**src/rtl/prio_irq_pkg.sv**
```systemverilog
package prio_irq_pkg;
    parameter int NUM_LVL = 8;
    parameter int LVL_W   = $clog2(NUM_LVL);

    typedef logic [LVL_W-1:0] lvl_t;

    typedef struct packed {
        lvl_t cur;
        logic irq;
        lvl_t vec;
    } arb_st_t;
endpackage

```
**src/rtl/prio_irq_pick.sv**
```systemverilog
module prio_irq_pick
    import prio_irq_pkg::*;
(
    input  logic [NUM_LVL-1:0] req_i,
    output logic               valid_o,
    output lvl_t               lvl_o
);
    // Scan upward so that the highest set line is the last one written.
    always_comb begin
        lvl_o = '0;
        for (int i = 0; i < NUM_LVL; i++) begin
            if (req_i[i]) lvl_o = LVL_W'(i);
        end
        // Line 0 can never outrank anything, so it alone does not count.
        valid_o = (lvl_o != '0);
    end
endmodule

```
**src/rtl/prio_irq_stack.sv**
```systemverilog
module prio_irq_stack
    import prio_irq_pkg::*;
#(
    parameter int DEPTH = 8
) (
    input  logic clk,
    input  logic rst_n,
    input  logic push_i,
    input  logic pop_i,
    input  lvl_t push_val_i,
    output lvl_t top_o
);
    localparam int CW = $clog2(DEPTH + 1);
    localparam int IW = (DEPTH > 1) ? $clog2(DEPTH) : 1;

    typedef struct packed {
        logic [DEPTH-1:0][LVL_W-1:0] mem;
        logic [CW-1:0]               cnt;
    } stk_st_t;

    stk_st_t st_d, st_q;
    logic [IW-1:0] top_idx;

    assign top_idx = IW'(st_q.cnt - 1'b1);
    assign top_o   = (st_q.cnt == '0) ? '0 : st_q.mem[top_idx];

    always_comb begin
        st_d = st_q;
        if (push_i) begin
            if (st_q.cnt == CW'(DEPTH)) begin
                // Full: the newest saved level replaces the topmost entry.
                st_d.mem[DEPTH-1] = push_val_i;
            end else begin
                st_d.mem[IW'(st_q.cnt)] = push_val_i;
                st_d.cnt = st_q.cnt + 1'b1;
            end
        end else if (pop_i && st_q.cnt != '0) begin
            st_d.cnt = st_q.cnt - 1'b1;
        end
    end

    always_ff @(posedge clk) begin
        if (!rst_n) st_q <= '0;
        else        st_q <= st_d;
    end


    no_overflow_chk: assert property (@(posedge clk) disable iff (!rst_n)
        st_q.cnt <= CW'(DEPTH));


    empty_pop_chk: assert property (@(posedge clk) disable iff (!rst_n)
        (pop_i && !push_i && st_q.cnt == '0) |=> (st_q.cnt == '0 && top_o == '0));
endmodule

```
**src/rtl/prio_irq_nest.sv**
```systemverilog
module prio_irq_nest
    import prio_irq_pkg::*;
#(
    parameter int STK_DEPTH = 8
) (
    input  logic               clk,
    input  logic               rst_n,
    input  logic [NUM_LVL-1:0] req_i,
    input  logic               ack_i,
    input  logic               ret_i,
    input  logic               wr_en_i,
    input  logic [LVL_W-1:0]   wr_lvl_i,
    output logic               irq_o,
    output logic [LVL_W-1:0]   vec_o,
    output logic [LVL_W-1:0]   cur_lvl_o
);
    arb_st_t st_d, st_q;
    logic    pick_valid;
    lvl_t    pick_lvl;
    lvl_t    stk_top;
    logic    push, pop;
    logic    win;

    prio_irq_pick u_pick (
        .req_i   (req_i),
        .valid_o (pick_valid),
        .lvl_o   (pick_lvl)
    );

    prio_irq_stack #(.DEPTH(STK_DEPTH)) u_stack (
        .clk        (clk),
        .rst_n      (rst_n),
        .push_i     (push),
        .pop_i      (pop),
        .push_val_i (st_q.cur),
        .top_o      (stk_top)
    );

    assign win = pick_valid && (pick_lvl > st_q.cur);

    always_comb begin
        st_d = st_q;
        push = 1'b0;
        pop  = 1'b0;
        if (st_q.irq && ack_i) begin
            push     = 1'b1;
            st_d.cur = st_q.vec;
            st_d.irq = 1'b0;
        end else if (ret_i) begin
            pop      = 1'b1;
            st_d.cur = stk_top;
        end else if (wr_en_i) begin
            st_d.cur = wr_lvl_i;
            st_d.irq = 1'b0;
        end else if (!st_q.irq && win) begin
            st_d.irq = 1'b1;
            st_d.vec = pick_lvl;
        end
    end

    always_ff @(posedge clk) begin
        if (!rst_n) st_q <= '0;
        else        st_q <= st_d;
    end

    assign irq_o     = st_q.irq;
    assign vec_o     = st_q.vec;
    assign cur_lvl_o = st_q.cur;


    irq_outranks_chk: assert property (@(posedge clk) disable iff (!rst_n)
        $rose(irq_o) |-> (vec_o > cur_lvl_o));


    vec_hold_chk: assert property (@(posedge clk) disable iff (!rst_n)
        (irq_o && !ack_i && !wr_en_i) |=> (irq_o && $stable(vec_o)));


    ack_load_chk: assert property (@(posedge clk) disable iff (!rst_n)
        (irq_o && ack_i) |=> (!irq_o && cur_lvl_o == $past(vec_o)));


    wr_load_chk: assert property (@(posedge clk) disable iff (!rst_n)
        (wr_en_i && !ret_i && !(irq_o && ack_i)) |=> (!irq_o && cur_lvl_o == $past(wr_lvl_i)));
endmodule

```
**config.mk**
```make
export PLATFORM = sky130hd
export DESIGN_NAME = prio_irq_nest
export DESIGN_NICKNAME = d
export VERILOG_FILES = /design/src/rtl/prio_irq_pkg.sv /design/src/rtl/prio_irq_pick.sv /design/src/rtl/prio_irq_stack.sv /design/src/rtl/prio_irq_nest.sv
export SDC_FILE = /design/constraint.sdc
export NUM_CORES = 1
export LEC_CHECK = 0
export BUFFER_PORTS_ARGS = -buffer_cell sky130_fd_sc_hd__buf_2
export CAP_MARGIN = 20
export CORE_ASPECT_RATIO = 0.75
export CORE_UTILIZATION = 62
export DETAILED_ROUTE_END_ITERATION = 16
export HOLD_SLACK_MARGIN = 0.12
export PLACE_DENSITY = 0.85
export SLEW_MARGIN = 15
export SYNTH_ARGS = -nofsm -noshare
export SYNTH_HDL_FRONTEND = slang
export SYNTH_SLANG_ARGS = --single-unit
```
**constraint.sdc**
```tcl
create_clock -name clk -period 5 [get_ports clk]
set_input_delay 1 -clock clk [delete_from_list [all_inputs] [get_ports clk]]
set_output_delay 1 -clock clk [all_outputs]
set_load 0.01 [all_outputs]
```
* After elaboration in Yosys (flattened, before gate mapping) *
Index checks and enable logic that the tools add are counted.

storage, ports and cells
  register bits = 35
  bits in latches = 0
  bits in writable memories = 0
  bits in read-only memories = 0
  output and inout bits = 7
  word-level logic and storage cells = 69
  memories = 0

cells by class
  $add $sub $neg = 2
  multiply operators = 0
  divide/modulo/power cells = 0
  magnitude comparators = 4
  equality and inequality tests = 2
  shift operators = 0
  multiplexer cells = 27
  bitwise gates (word level) = 5
  reduce and logical (&&, ||, !) cells = 17

operators with widths
  kind                 count
  $mux 3               11
  $bwmux 24            1
  $mux 4               6
  $bmux 3 s3           1
  $demux 3 s3          1
  $lt 3x4->1 const B   2
  $reduce_and 2->1     3
  $reduce_bool 3->1    2
  $logic_and 1x1->1    5
  $mux 1               5
  $not 1->1            5
  $add 4x1->4 const B  1
  $eq 4x4->1 const B   1
  $logic_not 4->1      1
  $mux 2               2
  $reduce_and 4->1     1
  $reduce_bool 2->1    2
  $reduce_bool 4->1    1
  $sub 4x1->4 const B  1
  $ge 3x1->1 const B   1
  $gt 3x3->1           1
  $ne 2x2->1 const B   1
  $reduce_or 2->1      1
  $logic_not 1->1      1

* Depth between registers and ports, before layout *
  word-level depth = 14
  depth in mapped cells = 9
  depth with buffers taken out = 9

* Modules after synthesis *
A second synthesis with hierarchy kept.

unflattened totals
  cell total of the unflattened synthesis = 212
  area, all modules = 1,979.4 um^2

by module, submodules not included
  module          instances  cells each  area each (um^2)
  prio_irq_stack  1          144         1,467.7
  prio_irq_nest   1          56          451.7
  prio_irq_pick   1          12          60.1

* Worst setup path after synthesis *
No wires, ideal clock.

  path kind = input to register
  start = in req_i[7]
  end = reg st_q (netlist bit vec_o[1])
  arrival = 2.801 ns
  path slack = 2.083 ns
  cell stages on the path = 7
  buffers on the path = 0
  cell sequence = or4_1 -> ha_1 -> nand3_1 -> nand3b_1 -> a211oi_1 -> mux2i_1 -> nor2b_1

on the way
  cells in the longest elaborated chain, start to end = 5
  elaborated cells between the ends (all ways) = 6
  those cells by class = order compare: 1; mux: 1; reduce/logical: 4

RTL lines
  item                                             RTL line                                  RTL
  start, declared                                  prio_irq_nest.sv:8                        input logic [NUM_LVL-1:0] req_i,
  $mux 3 (*)                                       prio_irq_pick.sv:12                       if (req_i[i]) lvl_o = LVL_W'(i);
  $gt 3x3->1 or $reduce_bool 3->1 (tied branches)  prio_irq_nest.sv:39, prio_irq_pick.sv:15
  $logic_and 1x1->1                                prio_irq_nest.sv:39                       assign win = pick_valid && (pick_lvl > st_q.cur);
  $logic_and 1x1->1                                prio_irq_nest.sv:55                       end else if (!st_q.irq && win) begin
  $reduce_and 4->1 (no source line)                --
  end signal, assigned                             prio_irq_nest.sv:63                       else st_q <= st_d;
  end, declared                                    prio_irq_nest.sv:17                       arb_st_t st_d, st_q;

Mark *: on every way between the ends. The rest lies on a longest branch, timed or not.
A chain may end at the register's enable or synchronous reset.

* Final worst setup path *
  start = in req_i[7]
  end = reg st_q (netlist bit vec_o[2])

on the way
  cells in the longest elaborated chain, start to end = 5
  elaborated cells between the ends (all ways) = 6
  those cells by class = order compare: 1; mux: 1; reduce/logical: 4

RTL lines
  item                                             RTL line                                  RTL
  $mux 3 (*)                                       prio_irq_pick.sv:12
  net pick_lvl[2]                                  prio_irq_nest.sv:19                       lvl_t pick_lvl;
  $gt 3x3->1 or $reduce_bool 3->1 (tied branches)  prio_irq_nest.sv:39, prio_irq_pick.sv:15
  $logic_and 1x1->1                                prio_irq_nest.sv:39
  $logic_and 1x1->1                                prio_irq_nest.sv:55
  $reduce_and 4->1 (no source line)                --

Mark *: on every way through the listed nets, which the timed path passes. The rest lies on a longest branch.

==> impl_results.md <==
* Cell type of the slowest stage on the worst timing path: a211oi_1
* Worst Hold Margin at 0.489 ns
* Maximum fanout along the worst path at 5
* Async set-or-reset flop fraction in the synthesized netlist at 0
* Share of synthesized area occupied by flip-flops and latches at 0.364
* Highest Signal Layer: met4
* Post-CTS Resized at 0
* Ratio of total power to cell area at 407 nW/um2
* Warning count from the yosys run at 0
* Cell taking the most area after synthesis: dfxtp_1
* Final design instance area without fill at 2120 um2
* Critical path's top delay family: simple AND/OR/NAND/NOR gates
* DRC violations left at 0
* Setup crit start: req_i[7]
* Routability congestion estimate from global placement at 0.880
* Vertical die dimension at 50.3 um
* Core region area at 2960 um2
* Post-CTS Repair Setup Buffers at 0
* Pin count of the biggest net entering global routing at 36
* Hold Vio Cnt, Final at 0
* Crit start category: primary input
* Most instantiated library cell after synthesis: dfxtp_1
* Fill count at 232
* Routed length per instance at 15.4 um
* Depth of the worst register-to-register path at 7
* Critical path capture point: vec_o[2]
* X dimension of the die at 66.4 um
* Antenna violations before repair at 0
* Minimum setup slack among reg-to-reg paths at 2.56 ns
* First-pass GRT wire length at 6760 um
* Final Util at 0.718
* Worst Setup Path Type: in -> reg
* Number of nets with antenna violations after detailed routing at 0
* Count of flip-flops with a built-in enable after synthesis at 0
* Max transition margin at 0.393
* Latest clock arrival within the worst-skew pair at between 0.2 and 0.3 ns
* Count of input and output buffers at 21
* Reg2Reg Launch Point: cur_lvl_o[2]
* Slew @ Worst Pin at about 0.9 ns
* Seq. cell area at 701 um2
* Number of levels the H-tree was split into at 2
* Final period utilization at 0.627
* Shortest clock period the worst path allows after layout at 3.13 ns
* Levels on crit path at 8
* Vias in the first global route at around 1400
* Area delta synth->final at 10.2%
* CTS root buf: clkbuf_8
* Yosys cell types at 38
* Met1 WL at 2060 um
* FP Rows at 17
* Initial standard-cell utilization of the core at 0.651
* Met2 routed wirelength at ~1700 um
* Setup clock skew after layout at 0.00694 ns
* Fraction of synthesized cell area taken by the top area cell type at 0.364
* Placed Instance Area at 2020 um2
* DRT Pass-1 Iters at 4
* Total number of nets in the final design at approximately 250
* Unrepaired setup endpoints after global routing: no
* Routed vias/inst at 5.90
* Signal arrival time at the worst endpoint at between 3 and 4 ns
* Endpoint of the worst-slack reg-to-reg timing path: vec_o[2]
* Upper clock frequency limit at 319 MHz
* Leading cell types by count after synthesis: dfxtp_1 (35), nor2b_1 (26), mux2i_1 (20)
* Max stage delay on crit path at about 0.76 ns
* Diodes inserted at 0
* Total overflow reported by the global router at 0
* TritonCTS sink count at 35
* Main area contributors after synthesis: dfxtp_1 (36%), mux2i_1 (10%), nor2b_1 (8.4%)
* Pleak at 0.000793 uW
* Max-slew violation total from the final report at 0
* Count of boundary I/O pins at 23
* Dominant synthesized flop cell: dfxtp_1
* Worst IR drop on VDD at about 0.00023 V
* Avg Synthesized Cell Area at 9.13 um2
* Clock transition at the register clock pins on the worst setup and hold paths after CTS at 0.07 ns
* Syn Nets at between 200 and 250
* # setup viols final at 0
* CTS buffer count at 5
* Total Routing Usage GR at 0.278
* Post-CTS Hold Fix Bufs at 0
* Combined area of the multi-input logic cells at 1140 um2
* HPWL Detailed at slightly below 3000 um
* Sequence of cells on the critical path: buf_2 -> or4_1 -> ha_1 -> nand3_1 -> nand3b_1 -> a211oi_1 -> mux2i_1 -> nor2b_1
* Type of the worst min-delay path: reg -> reg
* Critical path buffer and inverter count at 1
* CTS tree: built
* Required time of the critical path at 5.19 ns
* Total number of vias at between 1500 and 2000
* Total power draw at 864 uW
* Area of the die at 3340 um2
* Total negative slack for setup checks at 0 ns
* Initial drt markers at 140
* Share of final-layout standard cells stronger than drive strength 1 at 0.140
* Result of the run: finished, final reports clean
* Register bit count reported by yosys at 35
* Number of maximum-capacitance violations at 0
* Nature of the critical path endpoint: flip-flop
* Number of instances in the synthesized netlist at approximately 210
* Buffers from clock root to sink, at most at 2
* Met3 wire length at 305 um
* Post-synthesis cell area at 1930 um2
* Total routed wirelength at 4110 um
==> registers in the layout, indices dropped and copies added (netlist names) <==
| name | count |
|---|---|
| u_stack.st_q | 28 |
| cur_lvl_o | 3 |
| vec_o | 3 |
| irq_o | 1 |
==> cells by family (layout without fill, tap and decap cells) <==
family	count (synthesis)	after routing	synth area share
simple gates	77	77	0.216
compound gates	45	45	0.145
buf+inv	18	36	0.0429
mux	25	25	0.162
fa+ha+maj	5	5	0.0325
flops	35	35	0.364
xor+xnor	6	6	0.0370
==> cell type report <==
cell class,count,share of cell area
well taps,38,0.0224
inverters,7,0.0124
clock buffers,8,0.0472
flip-flops and latches,35,0.330
multi-input cells,158,0.538
repair buffers,21,0.0495
==> worst min-delay path, delay by kind of cell (launching register included) <==
family,cells,cell delay (ns)
compound gates,2,0.13
flops,1,0.31
==> routing by layer <==
| layer | track usage | vias to the layer above |
|---|---|---|
| met5 | 0 | - |
| met1 | 0.399 | 739 |
| li1 | - | 772 |
| met4 | 0.110 | 0 |
| met3 | 0.0886 | 9 |
| met2 | 0.381 | 55 |
==> where the power goes <==
part | switching, uW | internal, uW
Sequential | 46.3 | 298
Clock | 102 | 126
Combinational | 157 | 135
Total | 305 | 558
==> stage by stage <==
step	instances	setup slack, ns
3_3_place_gp	259	1.69
4_1_cts	267	1.92
6_report	267	1.87
2_1_floorplan	211	2.08
3_5_place_dp	259	1.65
5_1_grt	267	1.74
==> worst min-delay path by stage <==
stage	start	to	cells past startpoint
CTS	u_stack.st_q[10]	u_stack.st_q[10]	2
detailed placement	u_stack.st_q[7]	u_stack.st_q[7]	2
finish	u_stack.st_q[9]	u_stack.st_q[9]	2
global placement	u_stack.st_q[12]	u_stack.st_q[12]	2
global route	u_stack.st_q[10]	u_stack.st_q[10]	2
floorplan	u_stack.st_q[7]	u_stack.st_q[7]	2
==> cell usage in the layout, fill, tap and decap left out, types with 2 or more instances in the layout <==
cell	instances
dfxtp_1	35
nor2b_1	26
buf_2	21
mux2i_1	20
o21ai_0	19
nor2_1	16
nand2_1	13
a21oi_1	9
inv_1	7
a21boi_0	7
clkbuf_8	7
or3_1	5
xnor2_1	5
ha_1	5
mux4_1	3
nor3b_1	3
and2_1	3
nand3_1	3
a311oi_1	2
nand3b_1	2
nor4_1	2
Note: power is estimated with default switching activity, not from simulation.
